$ cat src/rtl/pgs_pkg.sv
package pgs_pkg;

    localparam int STAGES      = 8;
    localparam int SYNC_DEPTH  = 2;

    typedef logic [STAGES-1:0] stage_vec_t;

    typedef enum logic [1:0] {
        OP_HOLD  = 2'd0,
        OP_LOAD  = 2'd1,
        OP_SHIFT = 2'd2
    } stage_op_e;

    // Load is level sensitive and has priority over a detected shift edge.
    function automatic stage_op_e pick_op(input logic load_n, input logic edge_seen);
        if (!load_n)
            return OP_LOAD;
        else if (edge_seen)
            return OP_SHIFT;
        else
            return OP_HOLD;
    endfunction

endpackage

$ cat src/rtl/pgs_clk_gate.sv
module pgs_clk_gate #(
    parameter int SYNC_DEPTH = 2
) (
    input  logic clk,
    input  logic rst,
    input  logic ck_a,
    input  logic ck_b,
    output logic shift_edge
);
    localparam int MSB = SYNC_DEPTH - 1;

    logic [MSB:0] sync_a;
    logic [MSB:0] sync_b;
    logic         lvl_prev;
    logic         lvl_now;

    always_ff @(posedge clk) begin
        if (rst) begin
            sync_a   <= '0;
            sync_b   <= '0;
            lvl_prev <= 1'b0;
        end else begin
            sync_a   <= {sync_a[MSB-1:0], ck_a};
            sync_b   <= {sync_b[MSB-1:0], ck_b};
            lvl_prev <= lvl_now;
        end
    end

    // Inverse of the NOR gate: a high on either pin holds the combined level high.
    assign lvl_now    = sync_a[MSB] | sync_b[MSB];
    assign shift_edge = lvl_now & ~lvl_prev;


    a_high_blocks_chk: assert property (@(posedge clk) disable iff (rst)
        (sync_a[MSB] && $past(sync_a[MSB])) |-> !shift_edge);


    b_high_blocks_chk: assert property (@(posedge clk) disable iff (rst)
        (sync_b[MSB] && $past(sync_b[MSB])) |-> !shift_edge);

endmodule

$ cat src/rtl/pgs_stage_reg.sv
module pgs_stage_reg
    import pgs_pkg::*;
#(
    parameter int WIDTH = 8
) (
    input  logic             clk,
    input  logic             rst,
    input  stage_op_e        op,
    input  logic [WIDTH-1:0] par_in,
    input  logic             ser_in,
    output logic [WIDTH-1:0] stages
);
    logic [WIDTH-1:0] nxt;

    always_comb begin
        nxt = stages;
        case (op)
            OP_LOAD:  nxt = par_in;
            OP_SHIFT: nxt = {stages[WIDTH-2:0], ser_in};
            default:  nxt = stages;
        endcase
    end

    always_ff @(posedge clk) begin
        if (rst)
            stages <= '0;
        else
            stages <= nxt;
    end


    load_copy_chk: assert property (@(posedge clk) disable iff (rst)
        (op == OP_LOAD) |=> (stages == $past(par_in)));


    shift_move_chk: assert property (@(posedge clk) disable iff (rst)
        (op == OP_SHIFT) |=> (stages[WIDTH-1:1] == $past(stages[WIDTH-2:0])));


    serial_take_chk: assert property (@(posedge clk) disable iff (rst)
        (op == OP_SHIFT) |=> (stages[0] == $past(ser_in)));


    hold_still_chk: assert property (@(posedge clk) disable iff (rst)
        (op == OP_HOLD) |=> $stable(stages));

endmodule

$ cat src/rtl/pgs_shift_reg.sv
module pgs_shift_reg
    import pgs_pkg::*;
(
    input  logic              clk,
    input  logic              rst,
    input  logic              load_n,
    input  logic              ck_a,
    input  logic              ck_b,
    input  logic [STAGES-1:0] par_in,
    input  logic              ser_in,
    output logic              q_last,
    output logic              q_last_n
);
    logic       shift_edge;
    stage_op_e  op;
    stage_vec_t stages;

    pgs_clk_gate #(
        .SYNC_DEPTH (SYNC_DEPTH)
    ) u_clk_gate (
        .clk        (clk),
        .rst        (rst),
        .ck_a       (ck_a),
        .ck_b       (ck_b),
        .shift_edge (shift_edge)
    );

    assign op = pick_op(load_n, shift_edge);

    pgs_stage_reg #(
        .WIDTH (STAGES)
    ) u_stages (
        .clk    (clk),
        .rst    (rst),
        .op     (op),
        .par_in (par_in),
        .ser_in (ser_in),
        .stages (stages)
    );

    assign q_last   = stages[STAGES-1];
    assign q_last_n = ~stages[STAGES-1];


    load_wins_chk: assert property (@(posedge clk) disable iff (rst)
        (!load_n && shift_edge) |=> (q_last == $past(par_in[STAGES-1])));

endmodule

$ cat config.mk
export PLATFORM = sky130hd
export DESIGN_NAME = pgs_shift_reg
export DESIGN_NICKNAME = d
export VERILOG_FILES = /design/src/rtl/pgs_pkg.sv /design/src/rtl/pgs_clk_gate.sv /design/src/rtl/pgs_stage_reg.sv /design/src/rtl/pgs_shift_reg.sv
export SDC_FILE = /design/constraint.sdc
export NUM_CORES = 1
export LEC_CHECK = 0
export BUFFER_PORTS_ARGS = -buffer_cell sky130_fd_sc_hd__buf_2
export CAP_MARGIN = 20
export CORE_AREA = 2 2 39 41
export DETAILED_ROUTE_END_ITERATION = 8
export DIE_AREA = 0 0 41 43
export SLEW_MARGIN = 20
export SYNTH_ARGS = -nofsm -noshare
export SYNTH_HDL_FRONTEND = slang
export SYNTH_SLANG_ARGS = --single-unit
$ cat constraint.sdc
create_clock -name clk -period 2.3 [get_ports clk]
set_input_delay 0.115 -clock clk [delete_from_list [all_inputs] [get_ports clk]]
set_output_delay 0.115 -clock clk [all_outputs]
set_load 0.1 [all_outputs]
==> flow_summary.toml, run 1 <==
[sta]
period_needed_ps = 1158
setup_viol = 0
fin_ws_ps = 1142
hold_violations = 0
fmax_mhz = 863.5
hold_slack_ps = 50.84
tightestPinTransition_ps = 483.6
finalSetupTns_ps = 0
drv_slew = 0
rsz0062_at_grt = "false"
fin_crit_sh_pct = 50.35
relSlewSlack_pct = 67.98
clock_skew_ps = 3.350

[critical_path]
crit_type = "register to primary output"
r2r_slack_ps = 1230
crit_path_end_kind = "primary output"
critPathTopFamily = "buffers and inverters"
cp.buffers_inverters = 2
critPathLaunchType = "register"
crit_fanout = 3
max_stage_delay_ps = 410
crit_chain = "inv_1 > buf_2"
cpMaxStageDelayCell = "buf_2"
worstPathRequired_ps = 2180
timing.critical_path.arrival_ps = 1040

[synthesis]
netlist_area_sq_um = 503.0
syn_nets = 72
synth_cell_type_count = 12
synth-seq-cells = 13
synth_cells = 58
ys_seq_area_share_pct = 51.74
yosysWarnings = 0
avgSynthCellArea_sq_um = 8.672

[global_routing]
grt_util_met3_pct = 4.712
top_usage_layer = "met1"
use_met2_pct = 15.63
grt_max_degree = 17
grt_first_pass_wirelength_um = 1386
grt_use_total_pct = 12.64
antenna_found_initial = 0
grt_use_met1_pct = 15.79
grt_overflow = 0
grt_pass1_vias = 348

[clocking]
clock_latency_ps = 270
post_cts_buffers = 0
path_clk_slew_ps = 70
htree_levels = 1
cts_hold_buf = 0
cts_sinks = 13
cts_resized = 0
cts_tree = "yes"
cts-root-buf = "clkbuf_4"
cts_buffer_depth = 2
cts_inserted_buffers = 3

[die]
initial_core_util_pct = 36.35
row_count = 14
die_w_um = 41
core_sq_mm = 0.001384
io-pin-count = 16
die_height_um = 43
dieArea_sq_mm = 0.001763

[layout]
layout_commonest_cell = "nand2_1"
fin_area_sq_um = 599.3
area_growth_pct = 19.15
multi_input_area_sq_um = 214.0
final_cells = 89
drive_above_1_share_pct = 27.40
regArea_sq_um = 260.3
fin_nets = 88
layout_common_cells = "nand2_1, buf_2, dfxtp_1"
n_fill_cell = 155
n_antenna_cell = 0

[power_and_ir_drop]
powerDensity_mw_per_mm2 = 747.0
ir_drop_v = 0.0002870
leakage_nw = 0.2460

[detailed_routing]
drtAntennaViolNets = 0
viasPerCell = 4.775
dr.pass1.iters = 4
wl_per_cell_um = 10.04
vias = 425
drc = 0
first_iter_violations = 4
routed_wirelength_um = 894

[place]
dpl.hpwl_um = 615
dp_cells = 85
post-place-ws_ps = 1233
placed_area_sq_um = 573.1
gp_congestion = 0.7225
port_buffers = 15

[job]
cap_viol_max_count = 0

[status]
status = "finished clean"

[hold_path]
hold_class = "primary input to register"
## final cells by class
cell class	count	area share (%)
Clock buffer	4	4.384
Sequential cell	13	43.42
Tap cell	16	3.340
Multi-Input combinational cell	40	35.70
Inverter	1	0.6263
Timing Repair Buffer	15	12.53
## state kept, by name, indices dropped and copies added (netlist names)
| signal | flops |
|---|---|
| u_clk_gate.lvl_prev | 1 |
| u_stages.stages | 8 |
| u_clk_gate.sync_a | 2 |
| u_clk_gate.sync_b | 2 |
## Yosys cell counts
cell | count | share of area, %
buf_6 | 1 | 2.2
o21bai_2 | 1 | 2.2
a311oi_1 | 8 | 14
buf_2 | 1 | 0.99
nor2_1 | 10 | 7.5
clkbuf_1 | 1 | 0.75
clkbuf_2 | 1 | 0.99
o21ba_2 | 1 | 2.0
nor2b_1 | 4 | 5.0
dfxtp_1 | 13 | 52
nand2_1 | 16 | 12
inv_1 | 1 | 0.75
## path summary, 6_finish.rpt
check | from | endpoint | depth (start not counted)
max | u_stages.stages[7] | q_last_n | 2
max reg2reg | u_clk_gate.sync_b[1] | u_stages.stages[0] | 3
min reg2reg | u_clk_gate.sync_b[0] | u_clk_gate.sync_b[1] | 1
min | ck_b | u_clk_gate.sync_b[0] | 2
## report_power, final
group | internal, mW | total [mW] | switching [mW]
combinational | 0.0230 | 0.0663 | 0.0432
sequential | 0.240 | 0.247 | 0.00730
clock | 0.0671 | 0.134 | 0.0673
total | 0.330 | 0.448 | 0.118
## kinds of logic after synthesis
logic type / synth area share (%)
flops: 51.74
buf+inv: 5.718
simple gates: 24.38
compound gates: 18.16
## stage by stage
stage	total power, mW	utilization [%]
global route	0.4760	43.31
finish	0.4477	43.31
global placement	0.3182	41.41
CTS	0.4532	43.31
floorplan	0.3028	-
detailed placement	0.3186	41.41
## per-layer routing
| layer | vias up | part of all wire [%] |
|---|---|---|
| met5 | - | 0 |
| met3 | 4 | 5.0 |
| met4 | 0 | 3.8 |
| li1 | 226 | - |
| met1 | 182 | 48 |
| met2 | 13 | 43 |
Note: power is estimated with default switching activity, not from simulation.
==> inputs of run 2 (changes only) <==
==> constraint.sdc (replaced) <==
create_clock -name clk -period 1 [get_ports clk]
set_input_delay 0.05 -clock clk [delete_from_list [all_inputs] [get_ports clk]]
set_output_delay 0.05 -clock clk [all_outputs]
set_load 0.1 [all_outputs]
==> run 2 against run 1 <==
The run now ends with setup timing left. Global-route usage is 2.7 points higher. Via count grew 7.5%. Critical path depth up 2. Routed wire length grew 20%. Flip-flop and latch count stayed put.
==> flow_summary.toml, run 2 (same netlist as run 1, synthesis figures left out) <==
[status]
status = "complete, but fails checks"
violations = "setup timing"

[sta]
fin_crit_sh_pct = 101.1
setup_viol = 7
rsz0062_at_grt = "true"
hold_violations = 0
clock_skew_ps = 3.136
relSlewSlack_pct = 81.42
period_needed_ps = 1011
tightestPinTransition_ps = 278.7
fmax_mhz = 989.6
drv_slew = 0
fin_ws_ps = -10.53

[layout]
fin_nets = 92
area_growth_pct = 42.54
final_cells = 93
reg_top3 = "u_stages.stages: 8 flops, u_clk_gate.sync_a: 2 flops, u_clk_gate.sync_b: 2 flops"
layout_common_cells = "nand2_1, buf_2, nor2_1, dfxtp_1, a311oi_1"
largest_reg_flops = 8
n_antenna_cell = 0
n_fill_cell = 142
regArea_sq_um = 271.5
final_core_util_pct = 51.81
fin_area_sq_um = 716.9
drive_above_1_share_pct = 37.66
top_register = "u_stages.stages"
layout_commonest_cell = "nand2_1"
multi_input_area_sq_um = 247.7

[critical_path]
crit_chain = "o21bai_4 > buf_6 > nand2_1 > a311oi_1"
rr_worst_depth = 4
crit_type = "register to register"
timing.critical_path.arrival_ps = 1200
critPathLaunchType = "register"
max_stage_delay_ps = 360
worstReg2RegStart = "u_clk_gate.sync_b[1]"
regToRegEndpoint = "u_stages.stages[5]"
worstPathRequired_ps = 1190
crit_path_end_kind = "register"
crit_fanout = 5
critPathTopFamily = "compound AO/OA/AOI/OAI gates"
r2r_slack_ps = -10
cp.buffers_inverters = 1
cpMaxStageDelayCell = "dfxtp_4"

[global_routing]
antenna_found_initial = 0
grt_pass1_vias = 419
grt_first_pass_wirelength_um = 1683
grt_max_degree = 17
grt_overflow = 0
grt_use_total_pct = 15.34

[power_and_ir_drop]
ir_drop_v = 0.0007950
leakage_nw = 0.2843
powerDensity_mw_per_mm2 = 1542
total_power_mw = 1.105

[detailed_routing]
first_iter_violations = 7
drtAntennaViolNets = 0
wl_per_cell_um = 11.54
drc = 0
vias = 457
viasPerCell = 4.914
routed_wirelength_um = 1073
dr.pass1.iters = 4

[hold_path]
hp-start = "ser_in"
hold-path-cell-count = 3
min_to = "u_stages.stages[0]"
hold_class = "primary input to register"

[die]
row_count = 14
die_height_um = 43
io-pin-count = 16
die_w_um = 41
dieArea_sq_mm = 0.001763
core_sq_mm = 0.001384
initial_core_util_pct = 36.35

[clocking]
path_clk_slew_ps = 80
post_cts_buffers = 0
cts_buffer_depth = 2
cts_inserted_buffers = 3
clock_latency_ps = 280
cts-root-buf = "clkbuf_4"
cts_tree = "yes"
htree_levels = 1
cts_sinks = 13

[place]
dpl.hpwl_um = 721.1
placed_area_sq_um = 625.6
gp_congestion = 0.7023
dp_cells = 87
port_buffers = 15

[job]
cap_viol_max_count = 0
run 2: changes by cell type in the layout (fill, tap and decap cells not counted), moves of 2 or more:
cell | previous run | this run
dfxtp_1 | 13 | 10
dfxtp_4 | 0 | 3
a311oi_1 | 8 | 6
a311oi_2 | 0 | 2
buf_12 | 0 | 2
buf_2 | 15 | 13
dlygate4sd3_1 | 0 | 2
run 2: cell type report:
type / instances / share of cell area, %
clock buffer: 4 / 3.665
multi-input combinational: 40 / 34.56
inverter: 1 / 1.047
tap: 16 / 2.792
sequential: 13 / 37.87
timing repair buffer: 19 / 20.07
run 2: worst min-delay path: stages:
cell and delay [ps]:
buf_2 100, nand2_1 50, a311oi_1 80
run 2: stage by stage:
step / hold WS, ps / setup TNS [ps] / setup slack, ps
6_report: 43.63 / -56.14 / -10.53
5_1_grt: 23.11 / -603.4 / -86.85
4_1_cts: 39.44 / -20.05 / -12.56
3_5_place_dp: 264.2 / -173.8 / -33.81
3_3_place_gp: 257.6 / -10.05 / -5.944
2_1_floorplan: 121.6 / -83.48 / -83.48
run 2: worst max-delay path by stage:
stage / start / end / slack, ps / cells past startpoint
after floorplan: u_stages.stages[7] / q_last_n / -80 / 1
after global placement: u_clk_gate.lvl_prev / u_stages.stages[3] / -6 / 3
after detailed placement: u_clk_gate.lvl_prev / u_stages.stages[0] / -30 / 3
after CTS: u_clk_gate.sync_a[1] / u_stages.stages[7] / -10 / 4
after global routing: u_clk_gate.sync_b[1] / u_stages.stages[4] / -90 / 4
final: u_clk_gate.sync_b[1] / u_stages.stages[5] / -10 / 4
run 2: routing by layer:
layer	up-vias	track usage [%]	wire length, um
met1	208	16.34	461
li1	233	-	-
met4	0	16.00	46
met5	-	0	0
met3	4	4.712	48
met2	12	21.56	517
run 2: where the power goes:
part           internal [mW]  switching, mW
sequential             0.548         0.0249
combinational         0.0958          0.110
clock                  0.155          0.171
run 2: timing repair:
action	in CTS	in global routing
hold buffers	2	0
gates resized for setup	5	6
endpoints found under the setup margin	8	9
hold endpoints to repair	2	0
pin swaps	1	4
==> inputs of run 3 (changes only) <==
--- a/config.mk
+++ b/config.mk
@@ -5,11 +5,13 @@
 export SDC_FILE = /design/constraint.sdc
 export NUM_CORES = 1
 export LEC_CHECK = 0
+export ABC_AREA = 1
 export BUFFER_PORTS_ARGS = -buffer_cell sky130_fd_sc_hd__buf_2
 export CAP_MARGIN = 20
 export CORE_AREA = 2 2 39 41
 export DETAILED_ROUTE_END_ITERATION = 8
 export DIE_AREA = 0 0 41 43
+export PLACE_DENSITY = 0.69
 export SLEW_MARGIN = 20
 export SYNTH_ARGS = -nofsm -noshare
 export SYNTH_HDL_FRONTEND = slang
==> constraint.sdc (replaced) <==
create_clock -name clk -period 1.2 [get_ports clk]
set_input_delay 0.06 -clock clk [delete_from_list [all_inputs] [get_ports clk]]
set_output_delay 0.06 -clock clk [all_outputs]
set_load 0.1 [all_outputs]
==> run 3 against run 2 <==
The flow now finishes without violations. Count of clock-buffer cells in the layout did not move. Sequential share of layout area fell by 2.8 points. Synthesized cell count rose by 38%. Register-to-register slack improved by 260 ps. Flip-flop and latch count did not move. Critical path depth did not move. Cell count rose by 28%. Routed wire length rose by 5.9%. Setup slack improved by 43 ps. Area after synthesis rose by 18%. Clock skew rose by 5.8 ps.
==> flow_summary.toml, run 3 <==
[die]
die_height_um = 43
die_w_um = 41
initial_core_util_pct = 42.77
core_sq_mm = 0.001384
io-pin-count = 16
dieArea_sq_mm = 0.001763
row_count = 14

[layout]
fin_nets = 118
n_antenna_cell = 0
largest_reg_flops = 8
layout_common_cells = "inv_1, nand3_1, nand2_1"
top_register = "u_stages.stages"
area_growth_pct = 27.06
drive_above_1_share_pct = 24.27
reg_top3 = "u_stages.stages: 8 flops, u_clk_gate.sync_a: 2 flops, u_clk_gate.sync_b: 2 flops"

[synthesis]
yosys-mux-area-fraction_pct = 0
yosys.area_share.simple_pct = 38.48
synth_async_sr_flop_share_pct = 0
synth_compound_area_share_pct = 0.8457
synth_top_family_by_area = "simple AND/OR/NAND/NOR gates"
yosysWarnings = 0
synth.top_cells.by_count = "inv_1, nand2_1, nand3_1, dfxtp_1, nand4_1"
netlist_area_sq_um = 591.8
synth-seq-cells = 13
avgSynthCellArea_sq_um = 7.398
synth_cells = 80
synth_ff_type = "dfxtp_1"
synth_edf_count = 0
syn_nets = 94
synthTopCellsByArea = "dfxtp_1, nand3_1, inv_1"
synth_cell_type_count = 11
synth_top_area_share_pct = 43.97
ys_seq_area_share_pct = 43.97
synth-xor-area-share_pct = 0
synthAdderAreaFrac_pct = 0
yosys.area.top_type = "dfxtp_1"
synth_most_common_cell = "inv_1"

[sta]
rsz0062_at_grt = "false"
drv_slew = 0
fin_crit_sh_pct = 97.31
setup_viol = 0
clock_skew_ps = 8.976
hold_violations = 0
tightestPinTransition_ps = 482.6
period_needed_ps = 1168
relSlewSlack_pct = 68.05
fmax_mhz = 856.4
finalSetupTns_ps = 0

[detailed_routing]
vias = 573
routed_wirelength_um = 1136
first_iter_violations = 10
m1WireLength_um = 505
wl_per_cell_um = 9.546
drtAntennaViolNets = 0
dr.pass1.iters = 4
routed.top_layer = "met4"
wl_met3_um = 84
drc = 0
wl_met2_um = 526
viasPerCell = 4.815

[clocking]
cts_sinks = 13
cts_tree = "yes"
clock_latency_ps = 280
htree_levels = 1
cts_buffer_depth = 2
path_clk_slew_ps = 80
cts-root-buf = "clkbuf_4"
cts_inserted_buffers = 3

[power_and_ir_drop]
leakage_nw = 0.4104
powerDensity_mw_per_mm2 = 1187
ir_drop_v = 0.0006916
total_power_uw = 892.2

[global_routing]
antenna_found_initial = 0
grt_overflow = 0
grt_pass1_vias = 480
grt_max_degree = 17
grt_use_total_pct = 15.57
grt_first_pass_wirelength_um = 1787

[place]
dpl.hpwl_um = 764.5
gp_congestion = 0.7373
port_buffers = 15

[critical_path]
crit_path_end_kind = "register"
crit_fanout = 6
timing.critical_path.arrival_ps = 1330
worstPathRequired_ps = 1360
critPathLaunchType = "primary input"
crit_type = "primary input to register"

[hold_path]
hold_class = "primary input to register"

[status]
status = "finished clean"

[job]
cap_viol_max_count = 0
## run 3: cell count changes after synthesis, moves of 2 or more
cell / before / now
nand2_4: 0 / 2
nand3_1: 0 / 16
inv_1: 1 / 17
a311oi_1: 8 / 0
nor2_1: 10 / 4
nor2b_1: 4 / 0
nand4_1: 0 / 8
## run 3: through the flow
stage / utilization (%) / area, sq um / std cells / worst slack, ps / hold WS, ps
after global routing: 54.34 / 752.0 / 119 / 3.524 / 71.12
after CTS: 53.98 / 747.0 / 119 / 22.29 / 59.98
after floorplan: - / 599.3 / 80 / 106.2 / 129.1
after global placement: 48.46 / 670.6 / 110 / 305.3 / 260.5
final: 54.34 / 752.0 / 119 / 32.32 / 61.97
after detailed placement: 48.46 / 670.6 / 110 / 282.9 / 270.8
## run 3: cells by family after synthesis
family,after synthesis
buf+inv,20
compound gates,1
flops,13
simple gates,46
## run 3: layout make-up
type	instances	area, sq um
flip-flops and latches	13	264.0
fillers	140	631.9
clock buffers	4	26.28
repair buffers	21	135.1
inverters	18	71.32
multi-input cells	47	235.2
well taps	16	20.02
## run 3: final timing paths
| check | from | end | slack [ps] | depth (start not counted) |
|---|---|---|---|---|
| hold reg to reg | u_clk_gate.sync_a[0] | u_clk_gate.sync_a[1] | 410 | 2 |
| setup / recovery | rst | u_clk_gate.sync_b[0] | 30 | 4 |
| hold / removal | par_in[1] | u_stages.stages[1] | 60 | 5 |
| setup reg to reg | u_clk_gate.sync_a[1] | u_stages.stages[2] | 250 | 7 |
## run 3: report_power, final
part | leakage, nW | switching [mW] | internal [mW] | total (mW)
registers | 0.108 | 0.0125 | 0.454 | 0.467
logic | 0.287 | 0.0948 | 0.0582 | 0.153
clock network | 0.0150 | 0.143 | 0.129 | 0.272
## run 3: what timing repair did
action                                 CTS  global route
hold buffers                             5             0
setup endpoints to repair                0             2
endpoints found under the hold margin    5             0
resized for setup                        0             2
setup buffers                            0             0
## run 3: worst max-delay path, cell delays in order
cell           delay, ps
dlygate4sd3_1        520
buf_2                150
nor2_1                50
dlygate4sd3_1        550
## run 3: metal layers
metal  GRT usage [%]  vias up
met5               0        -
met4           7.333        0
met3           9.424        3
met2           24.06       21
met1           15.79      249
li1                -      300
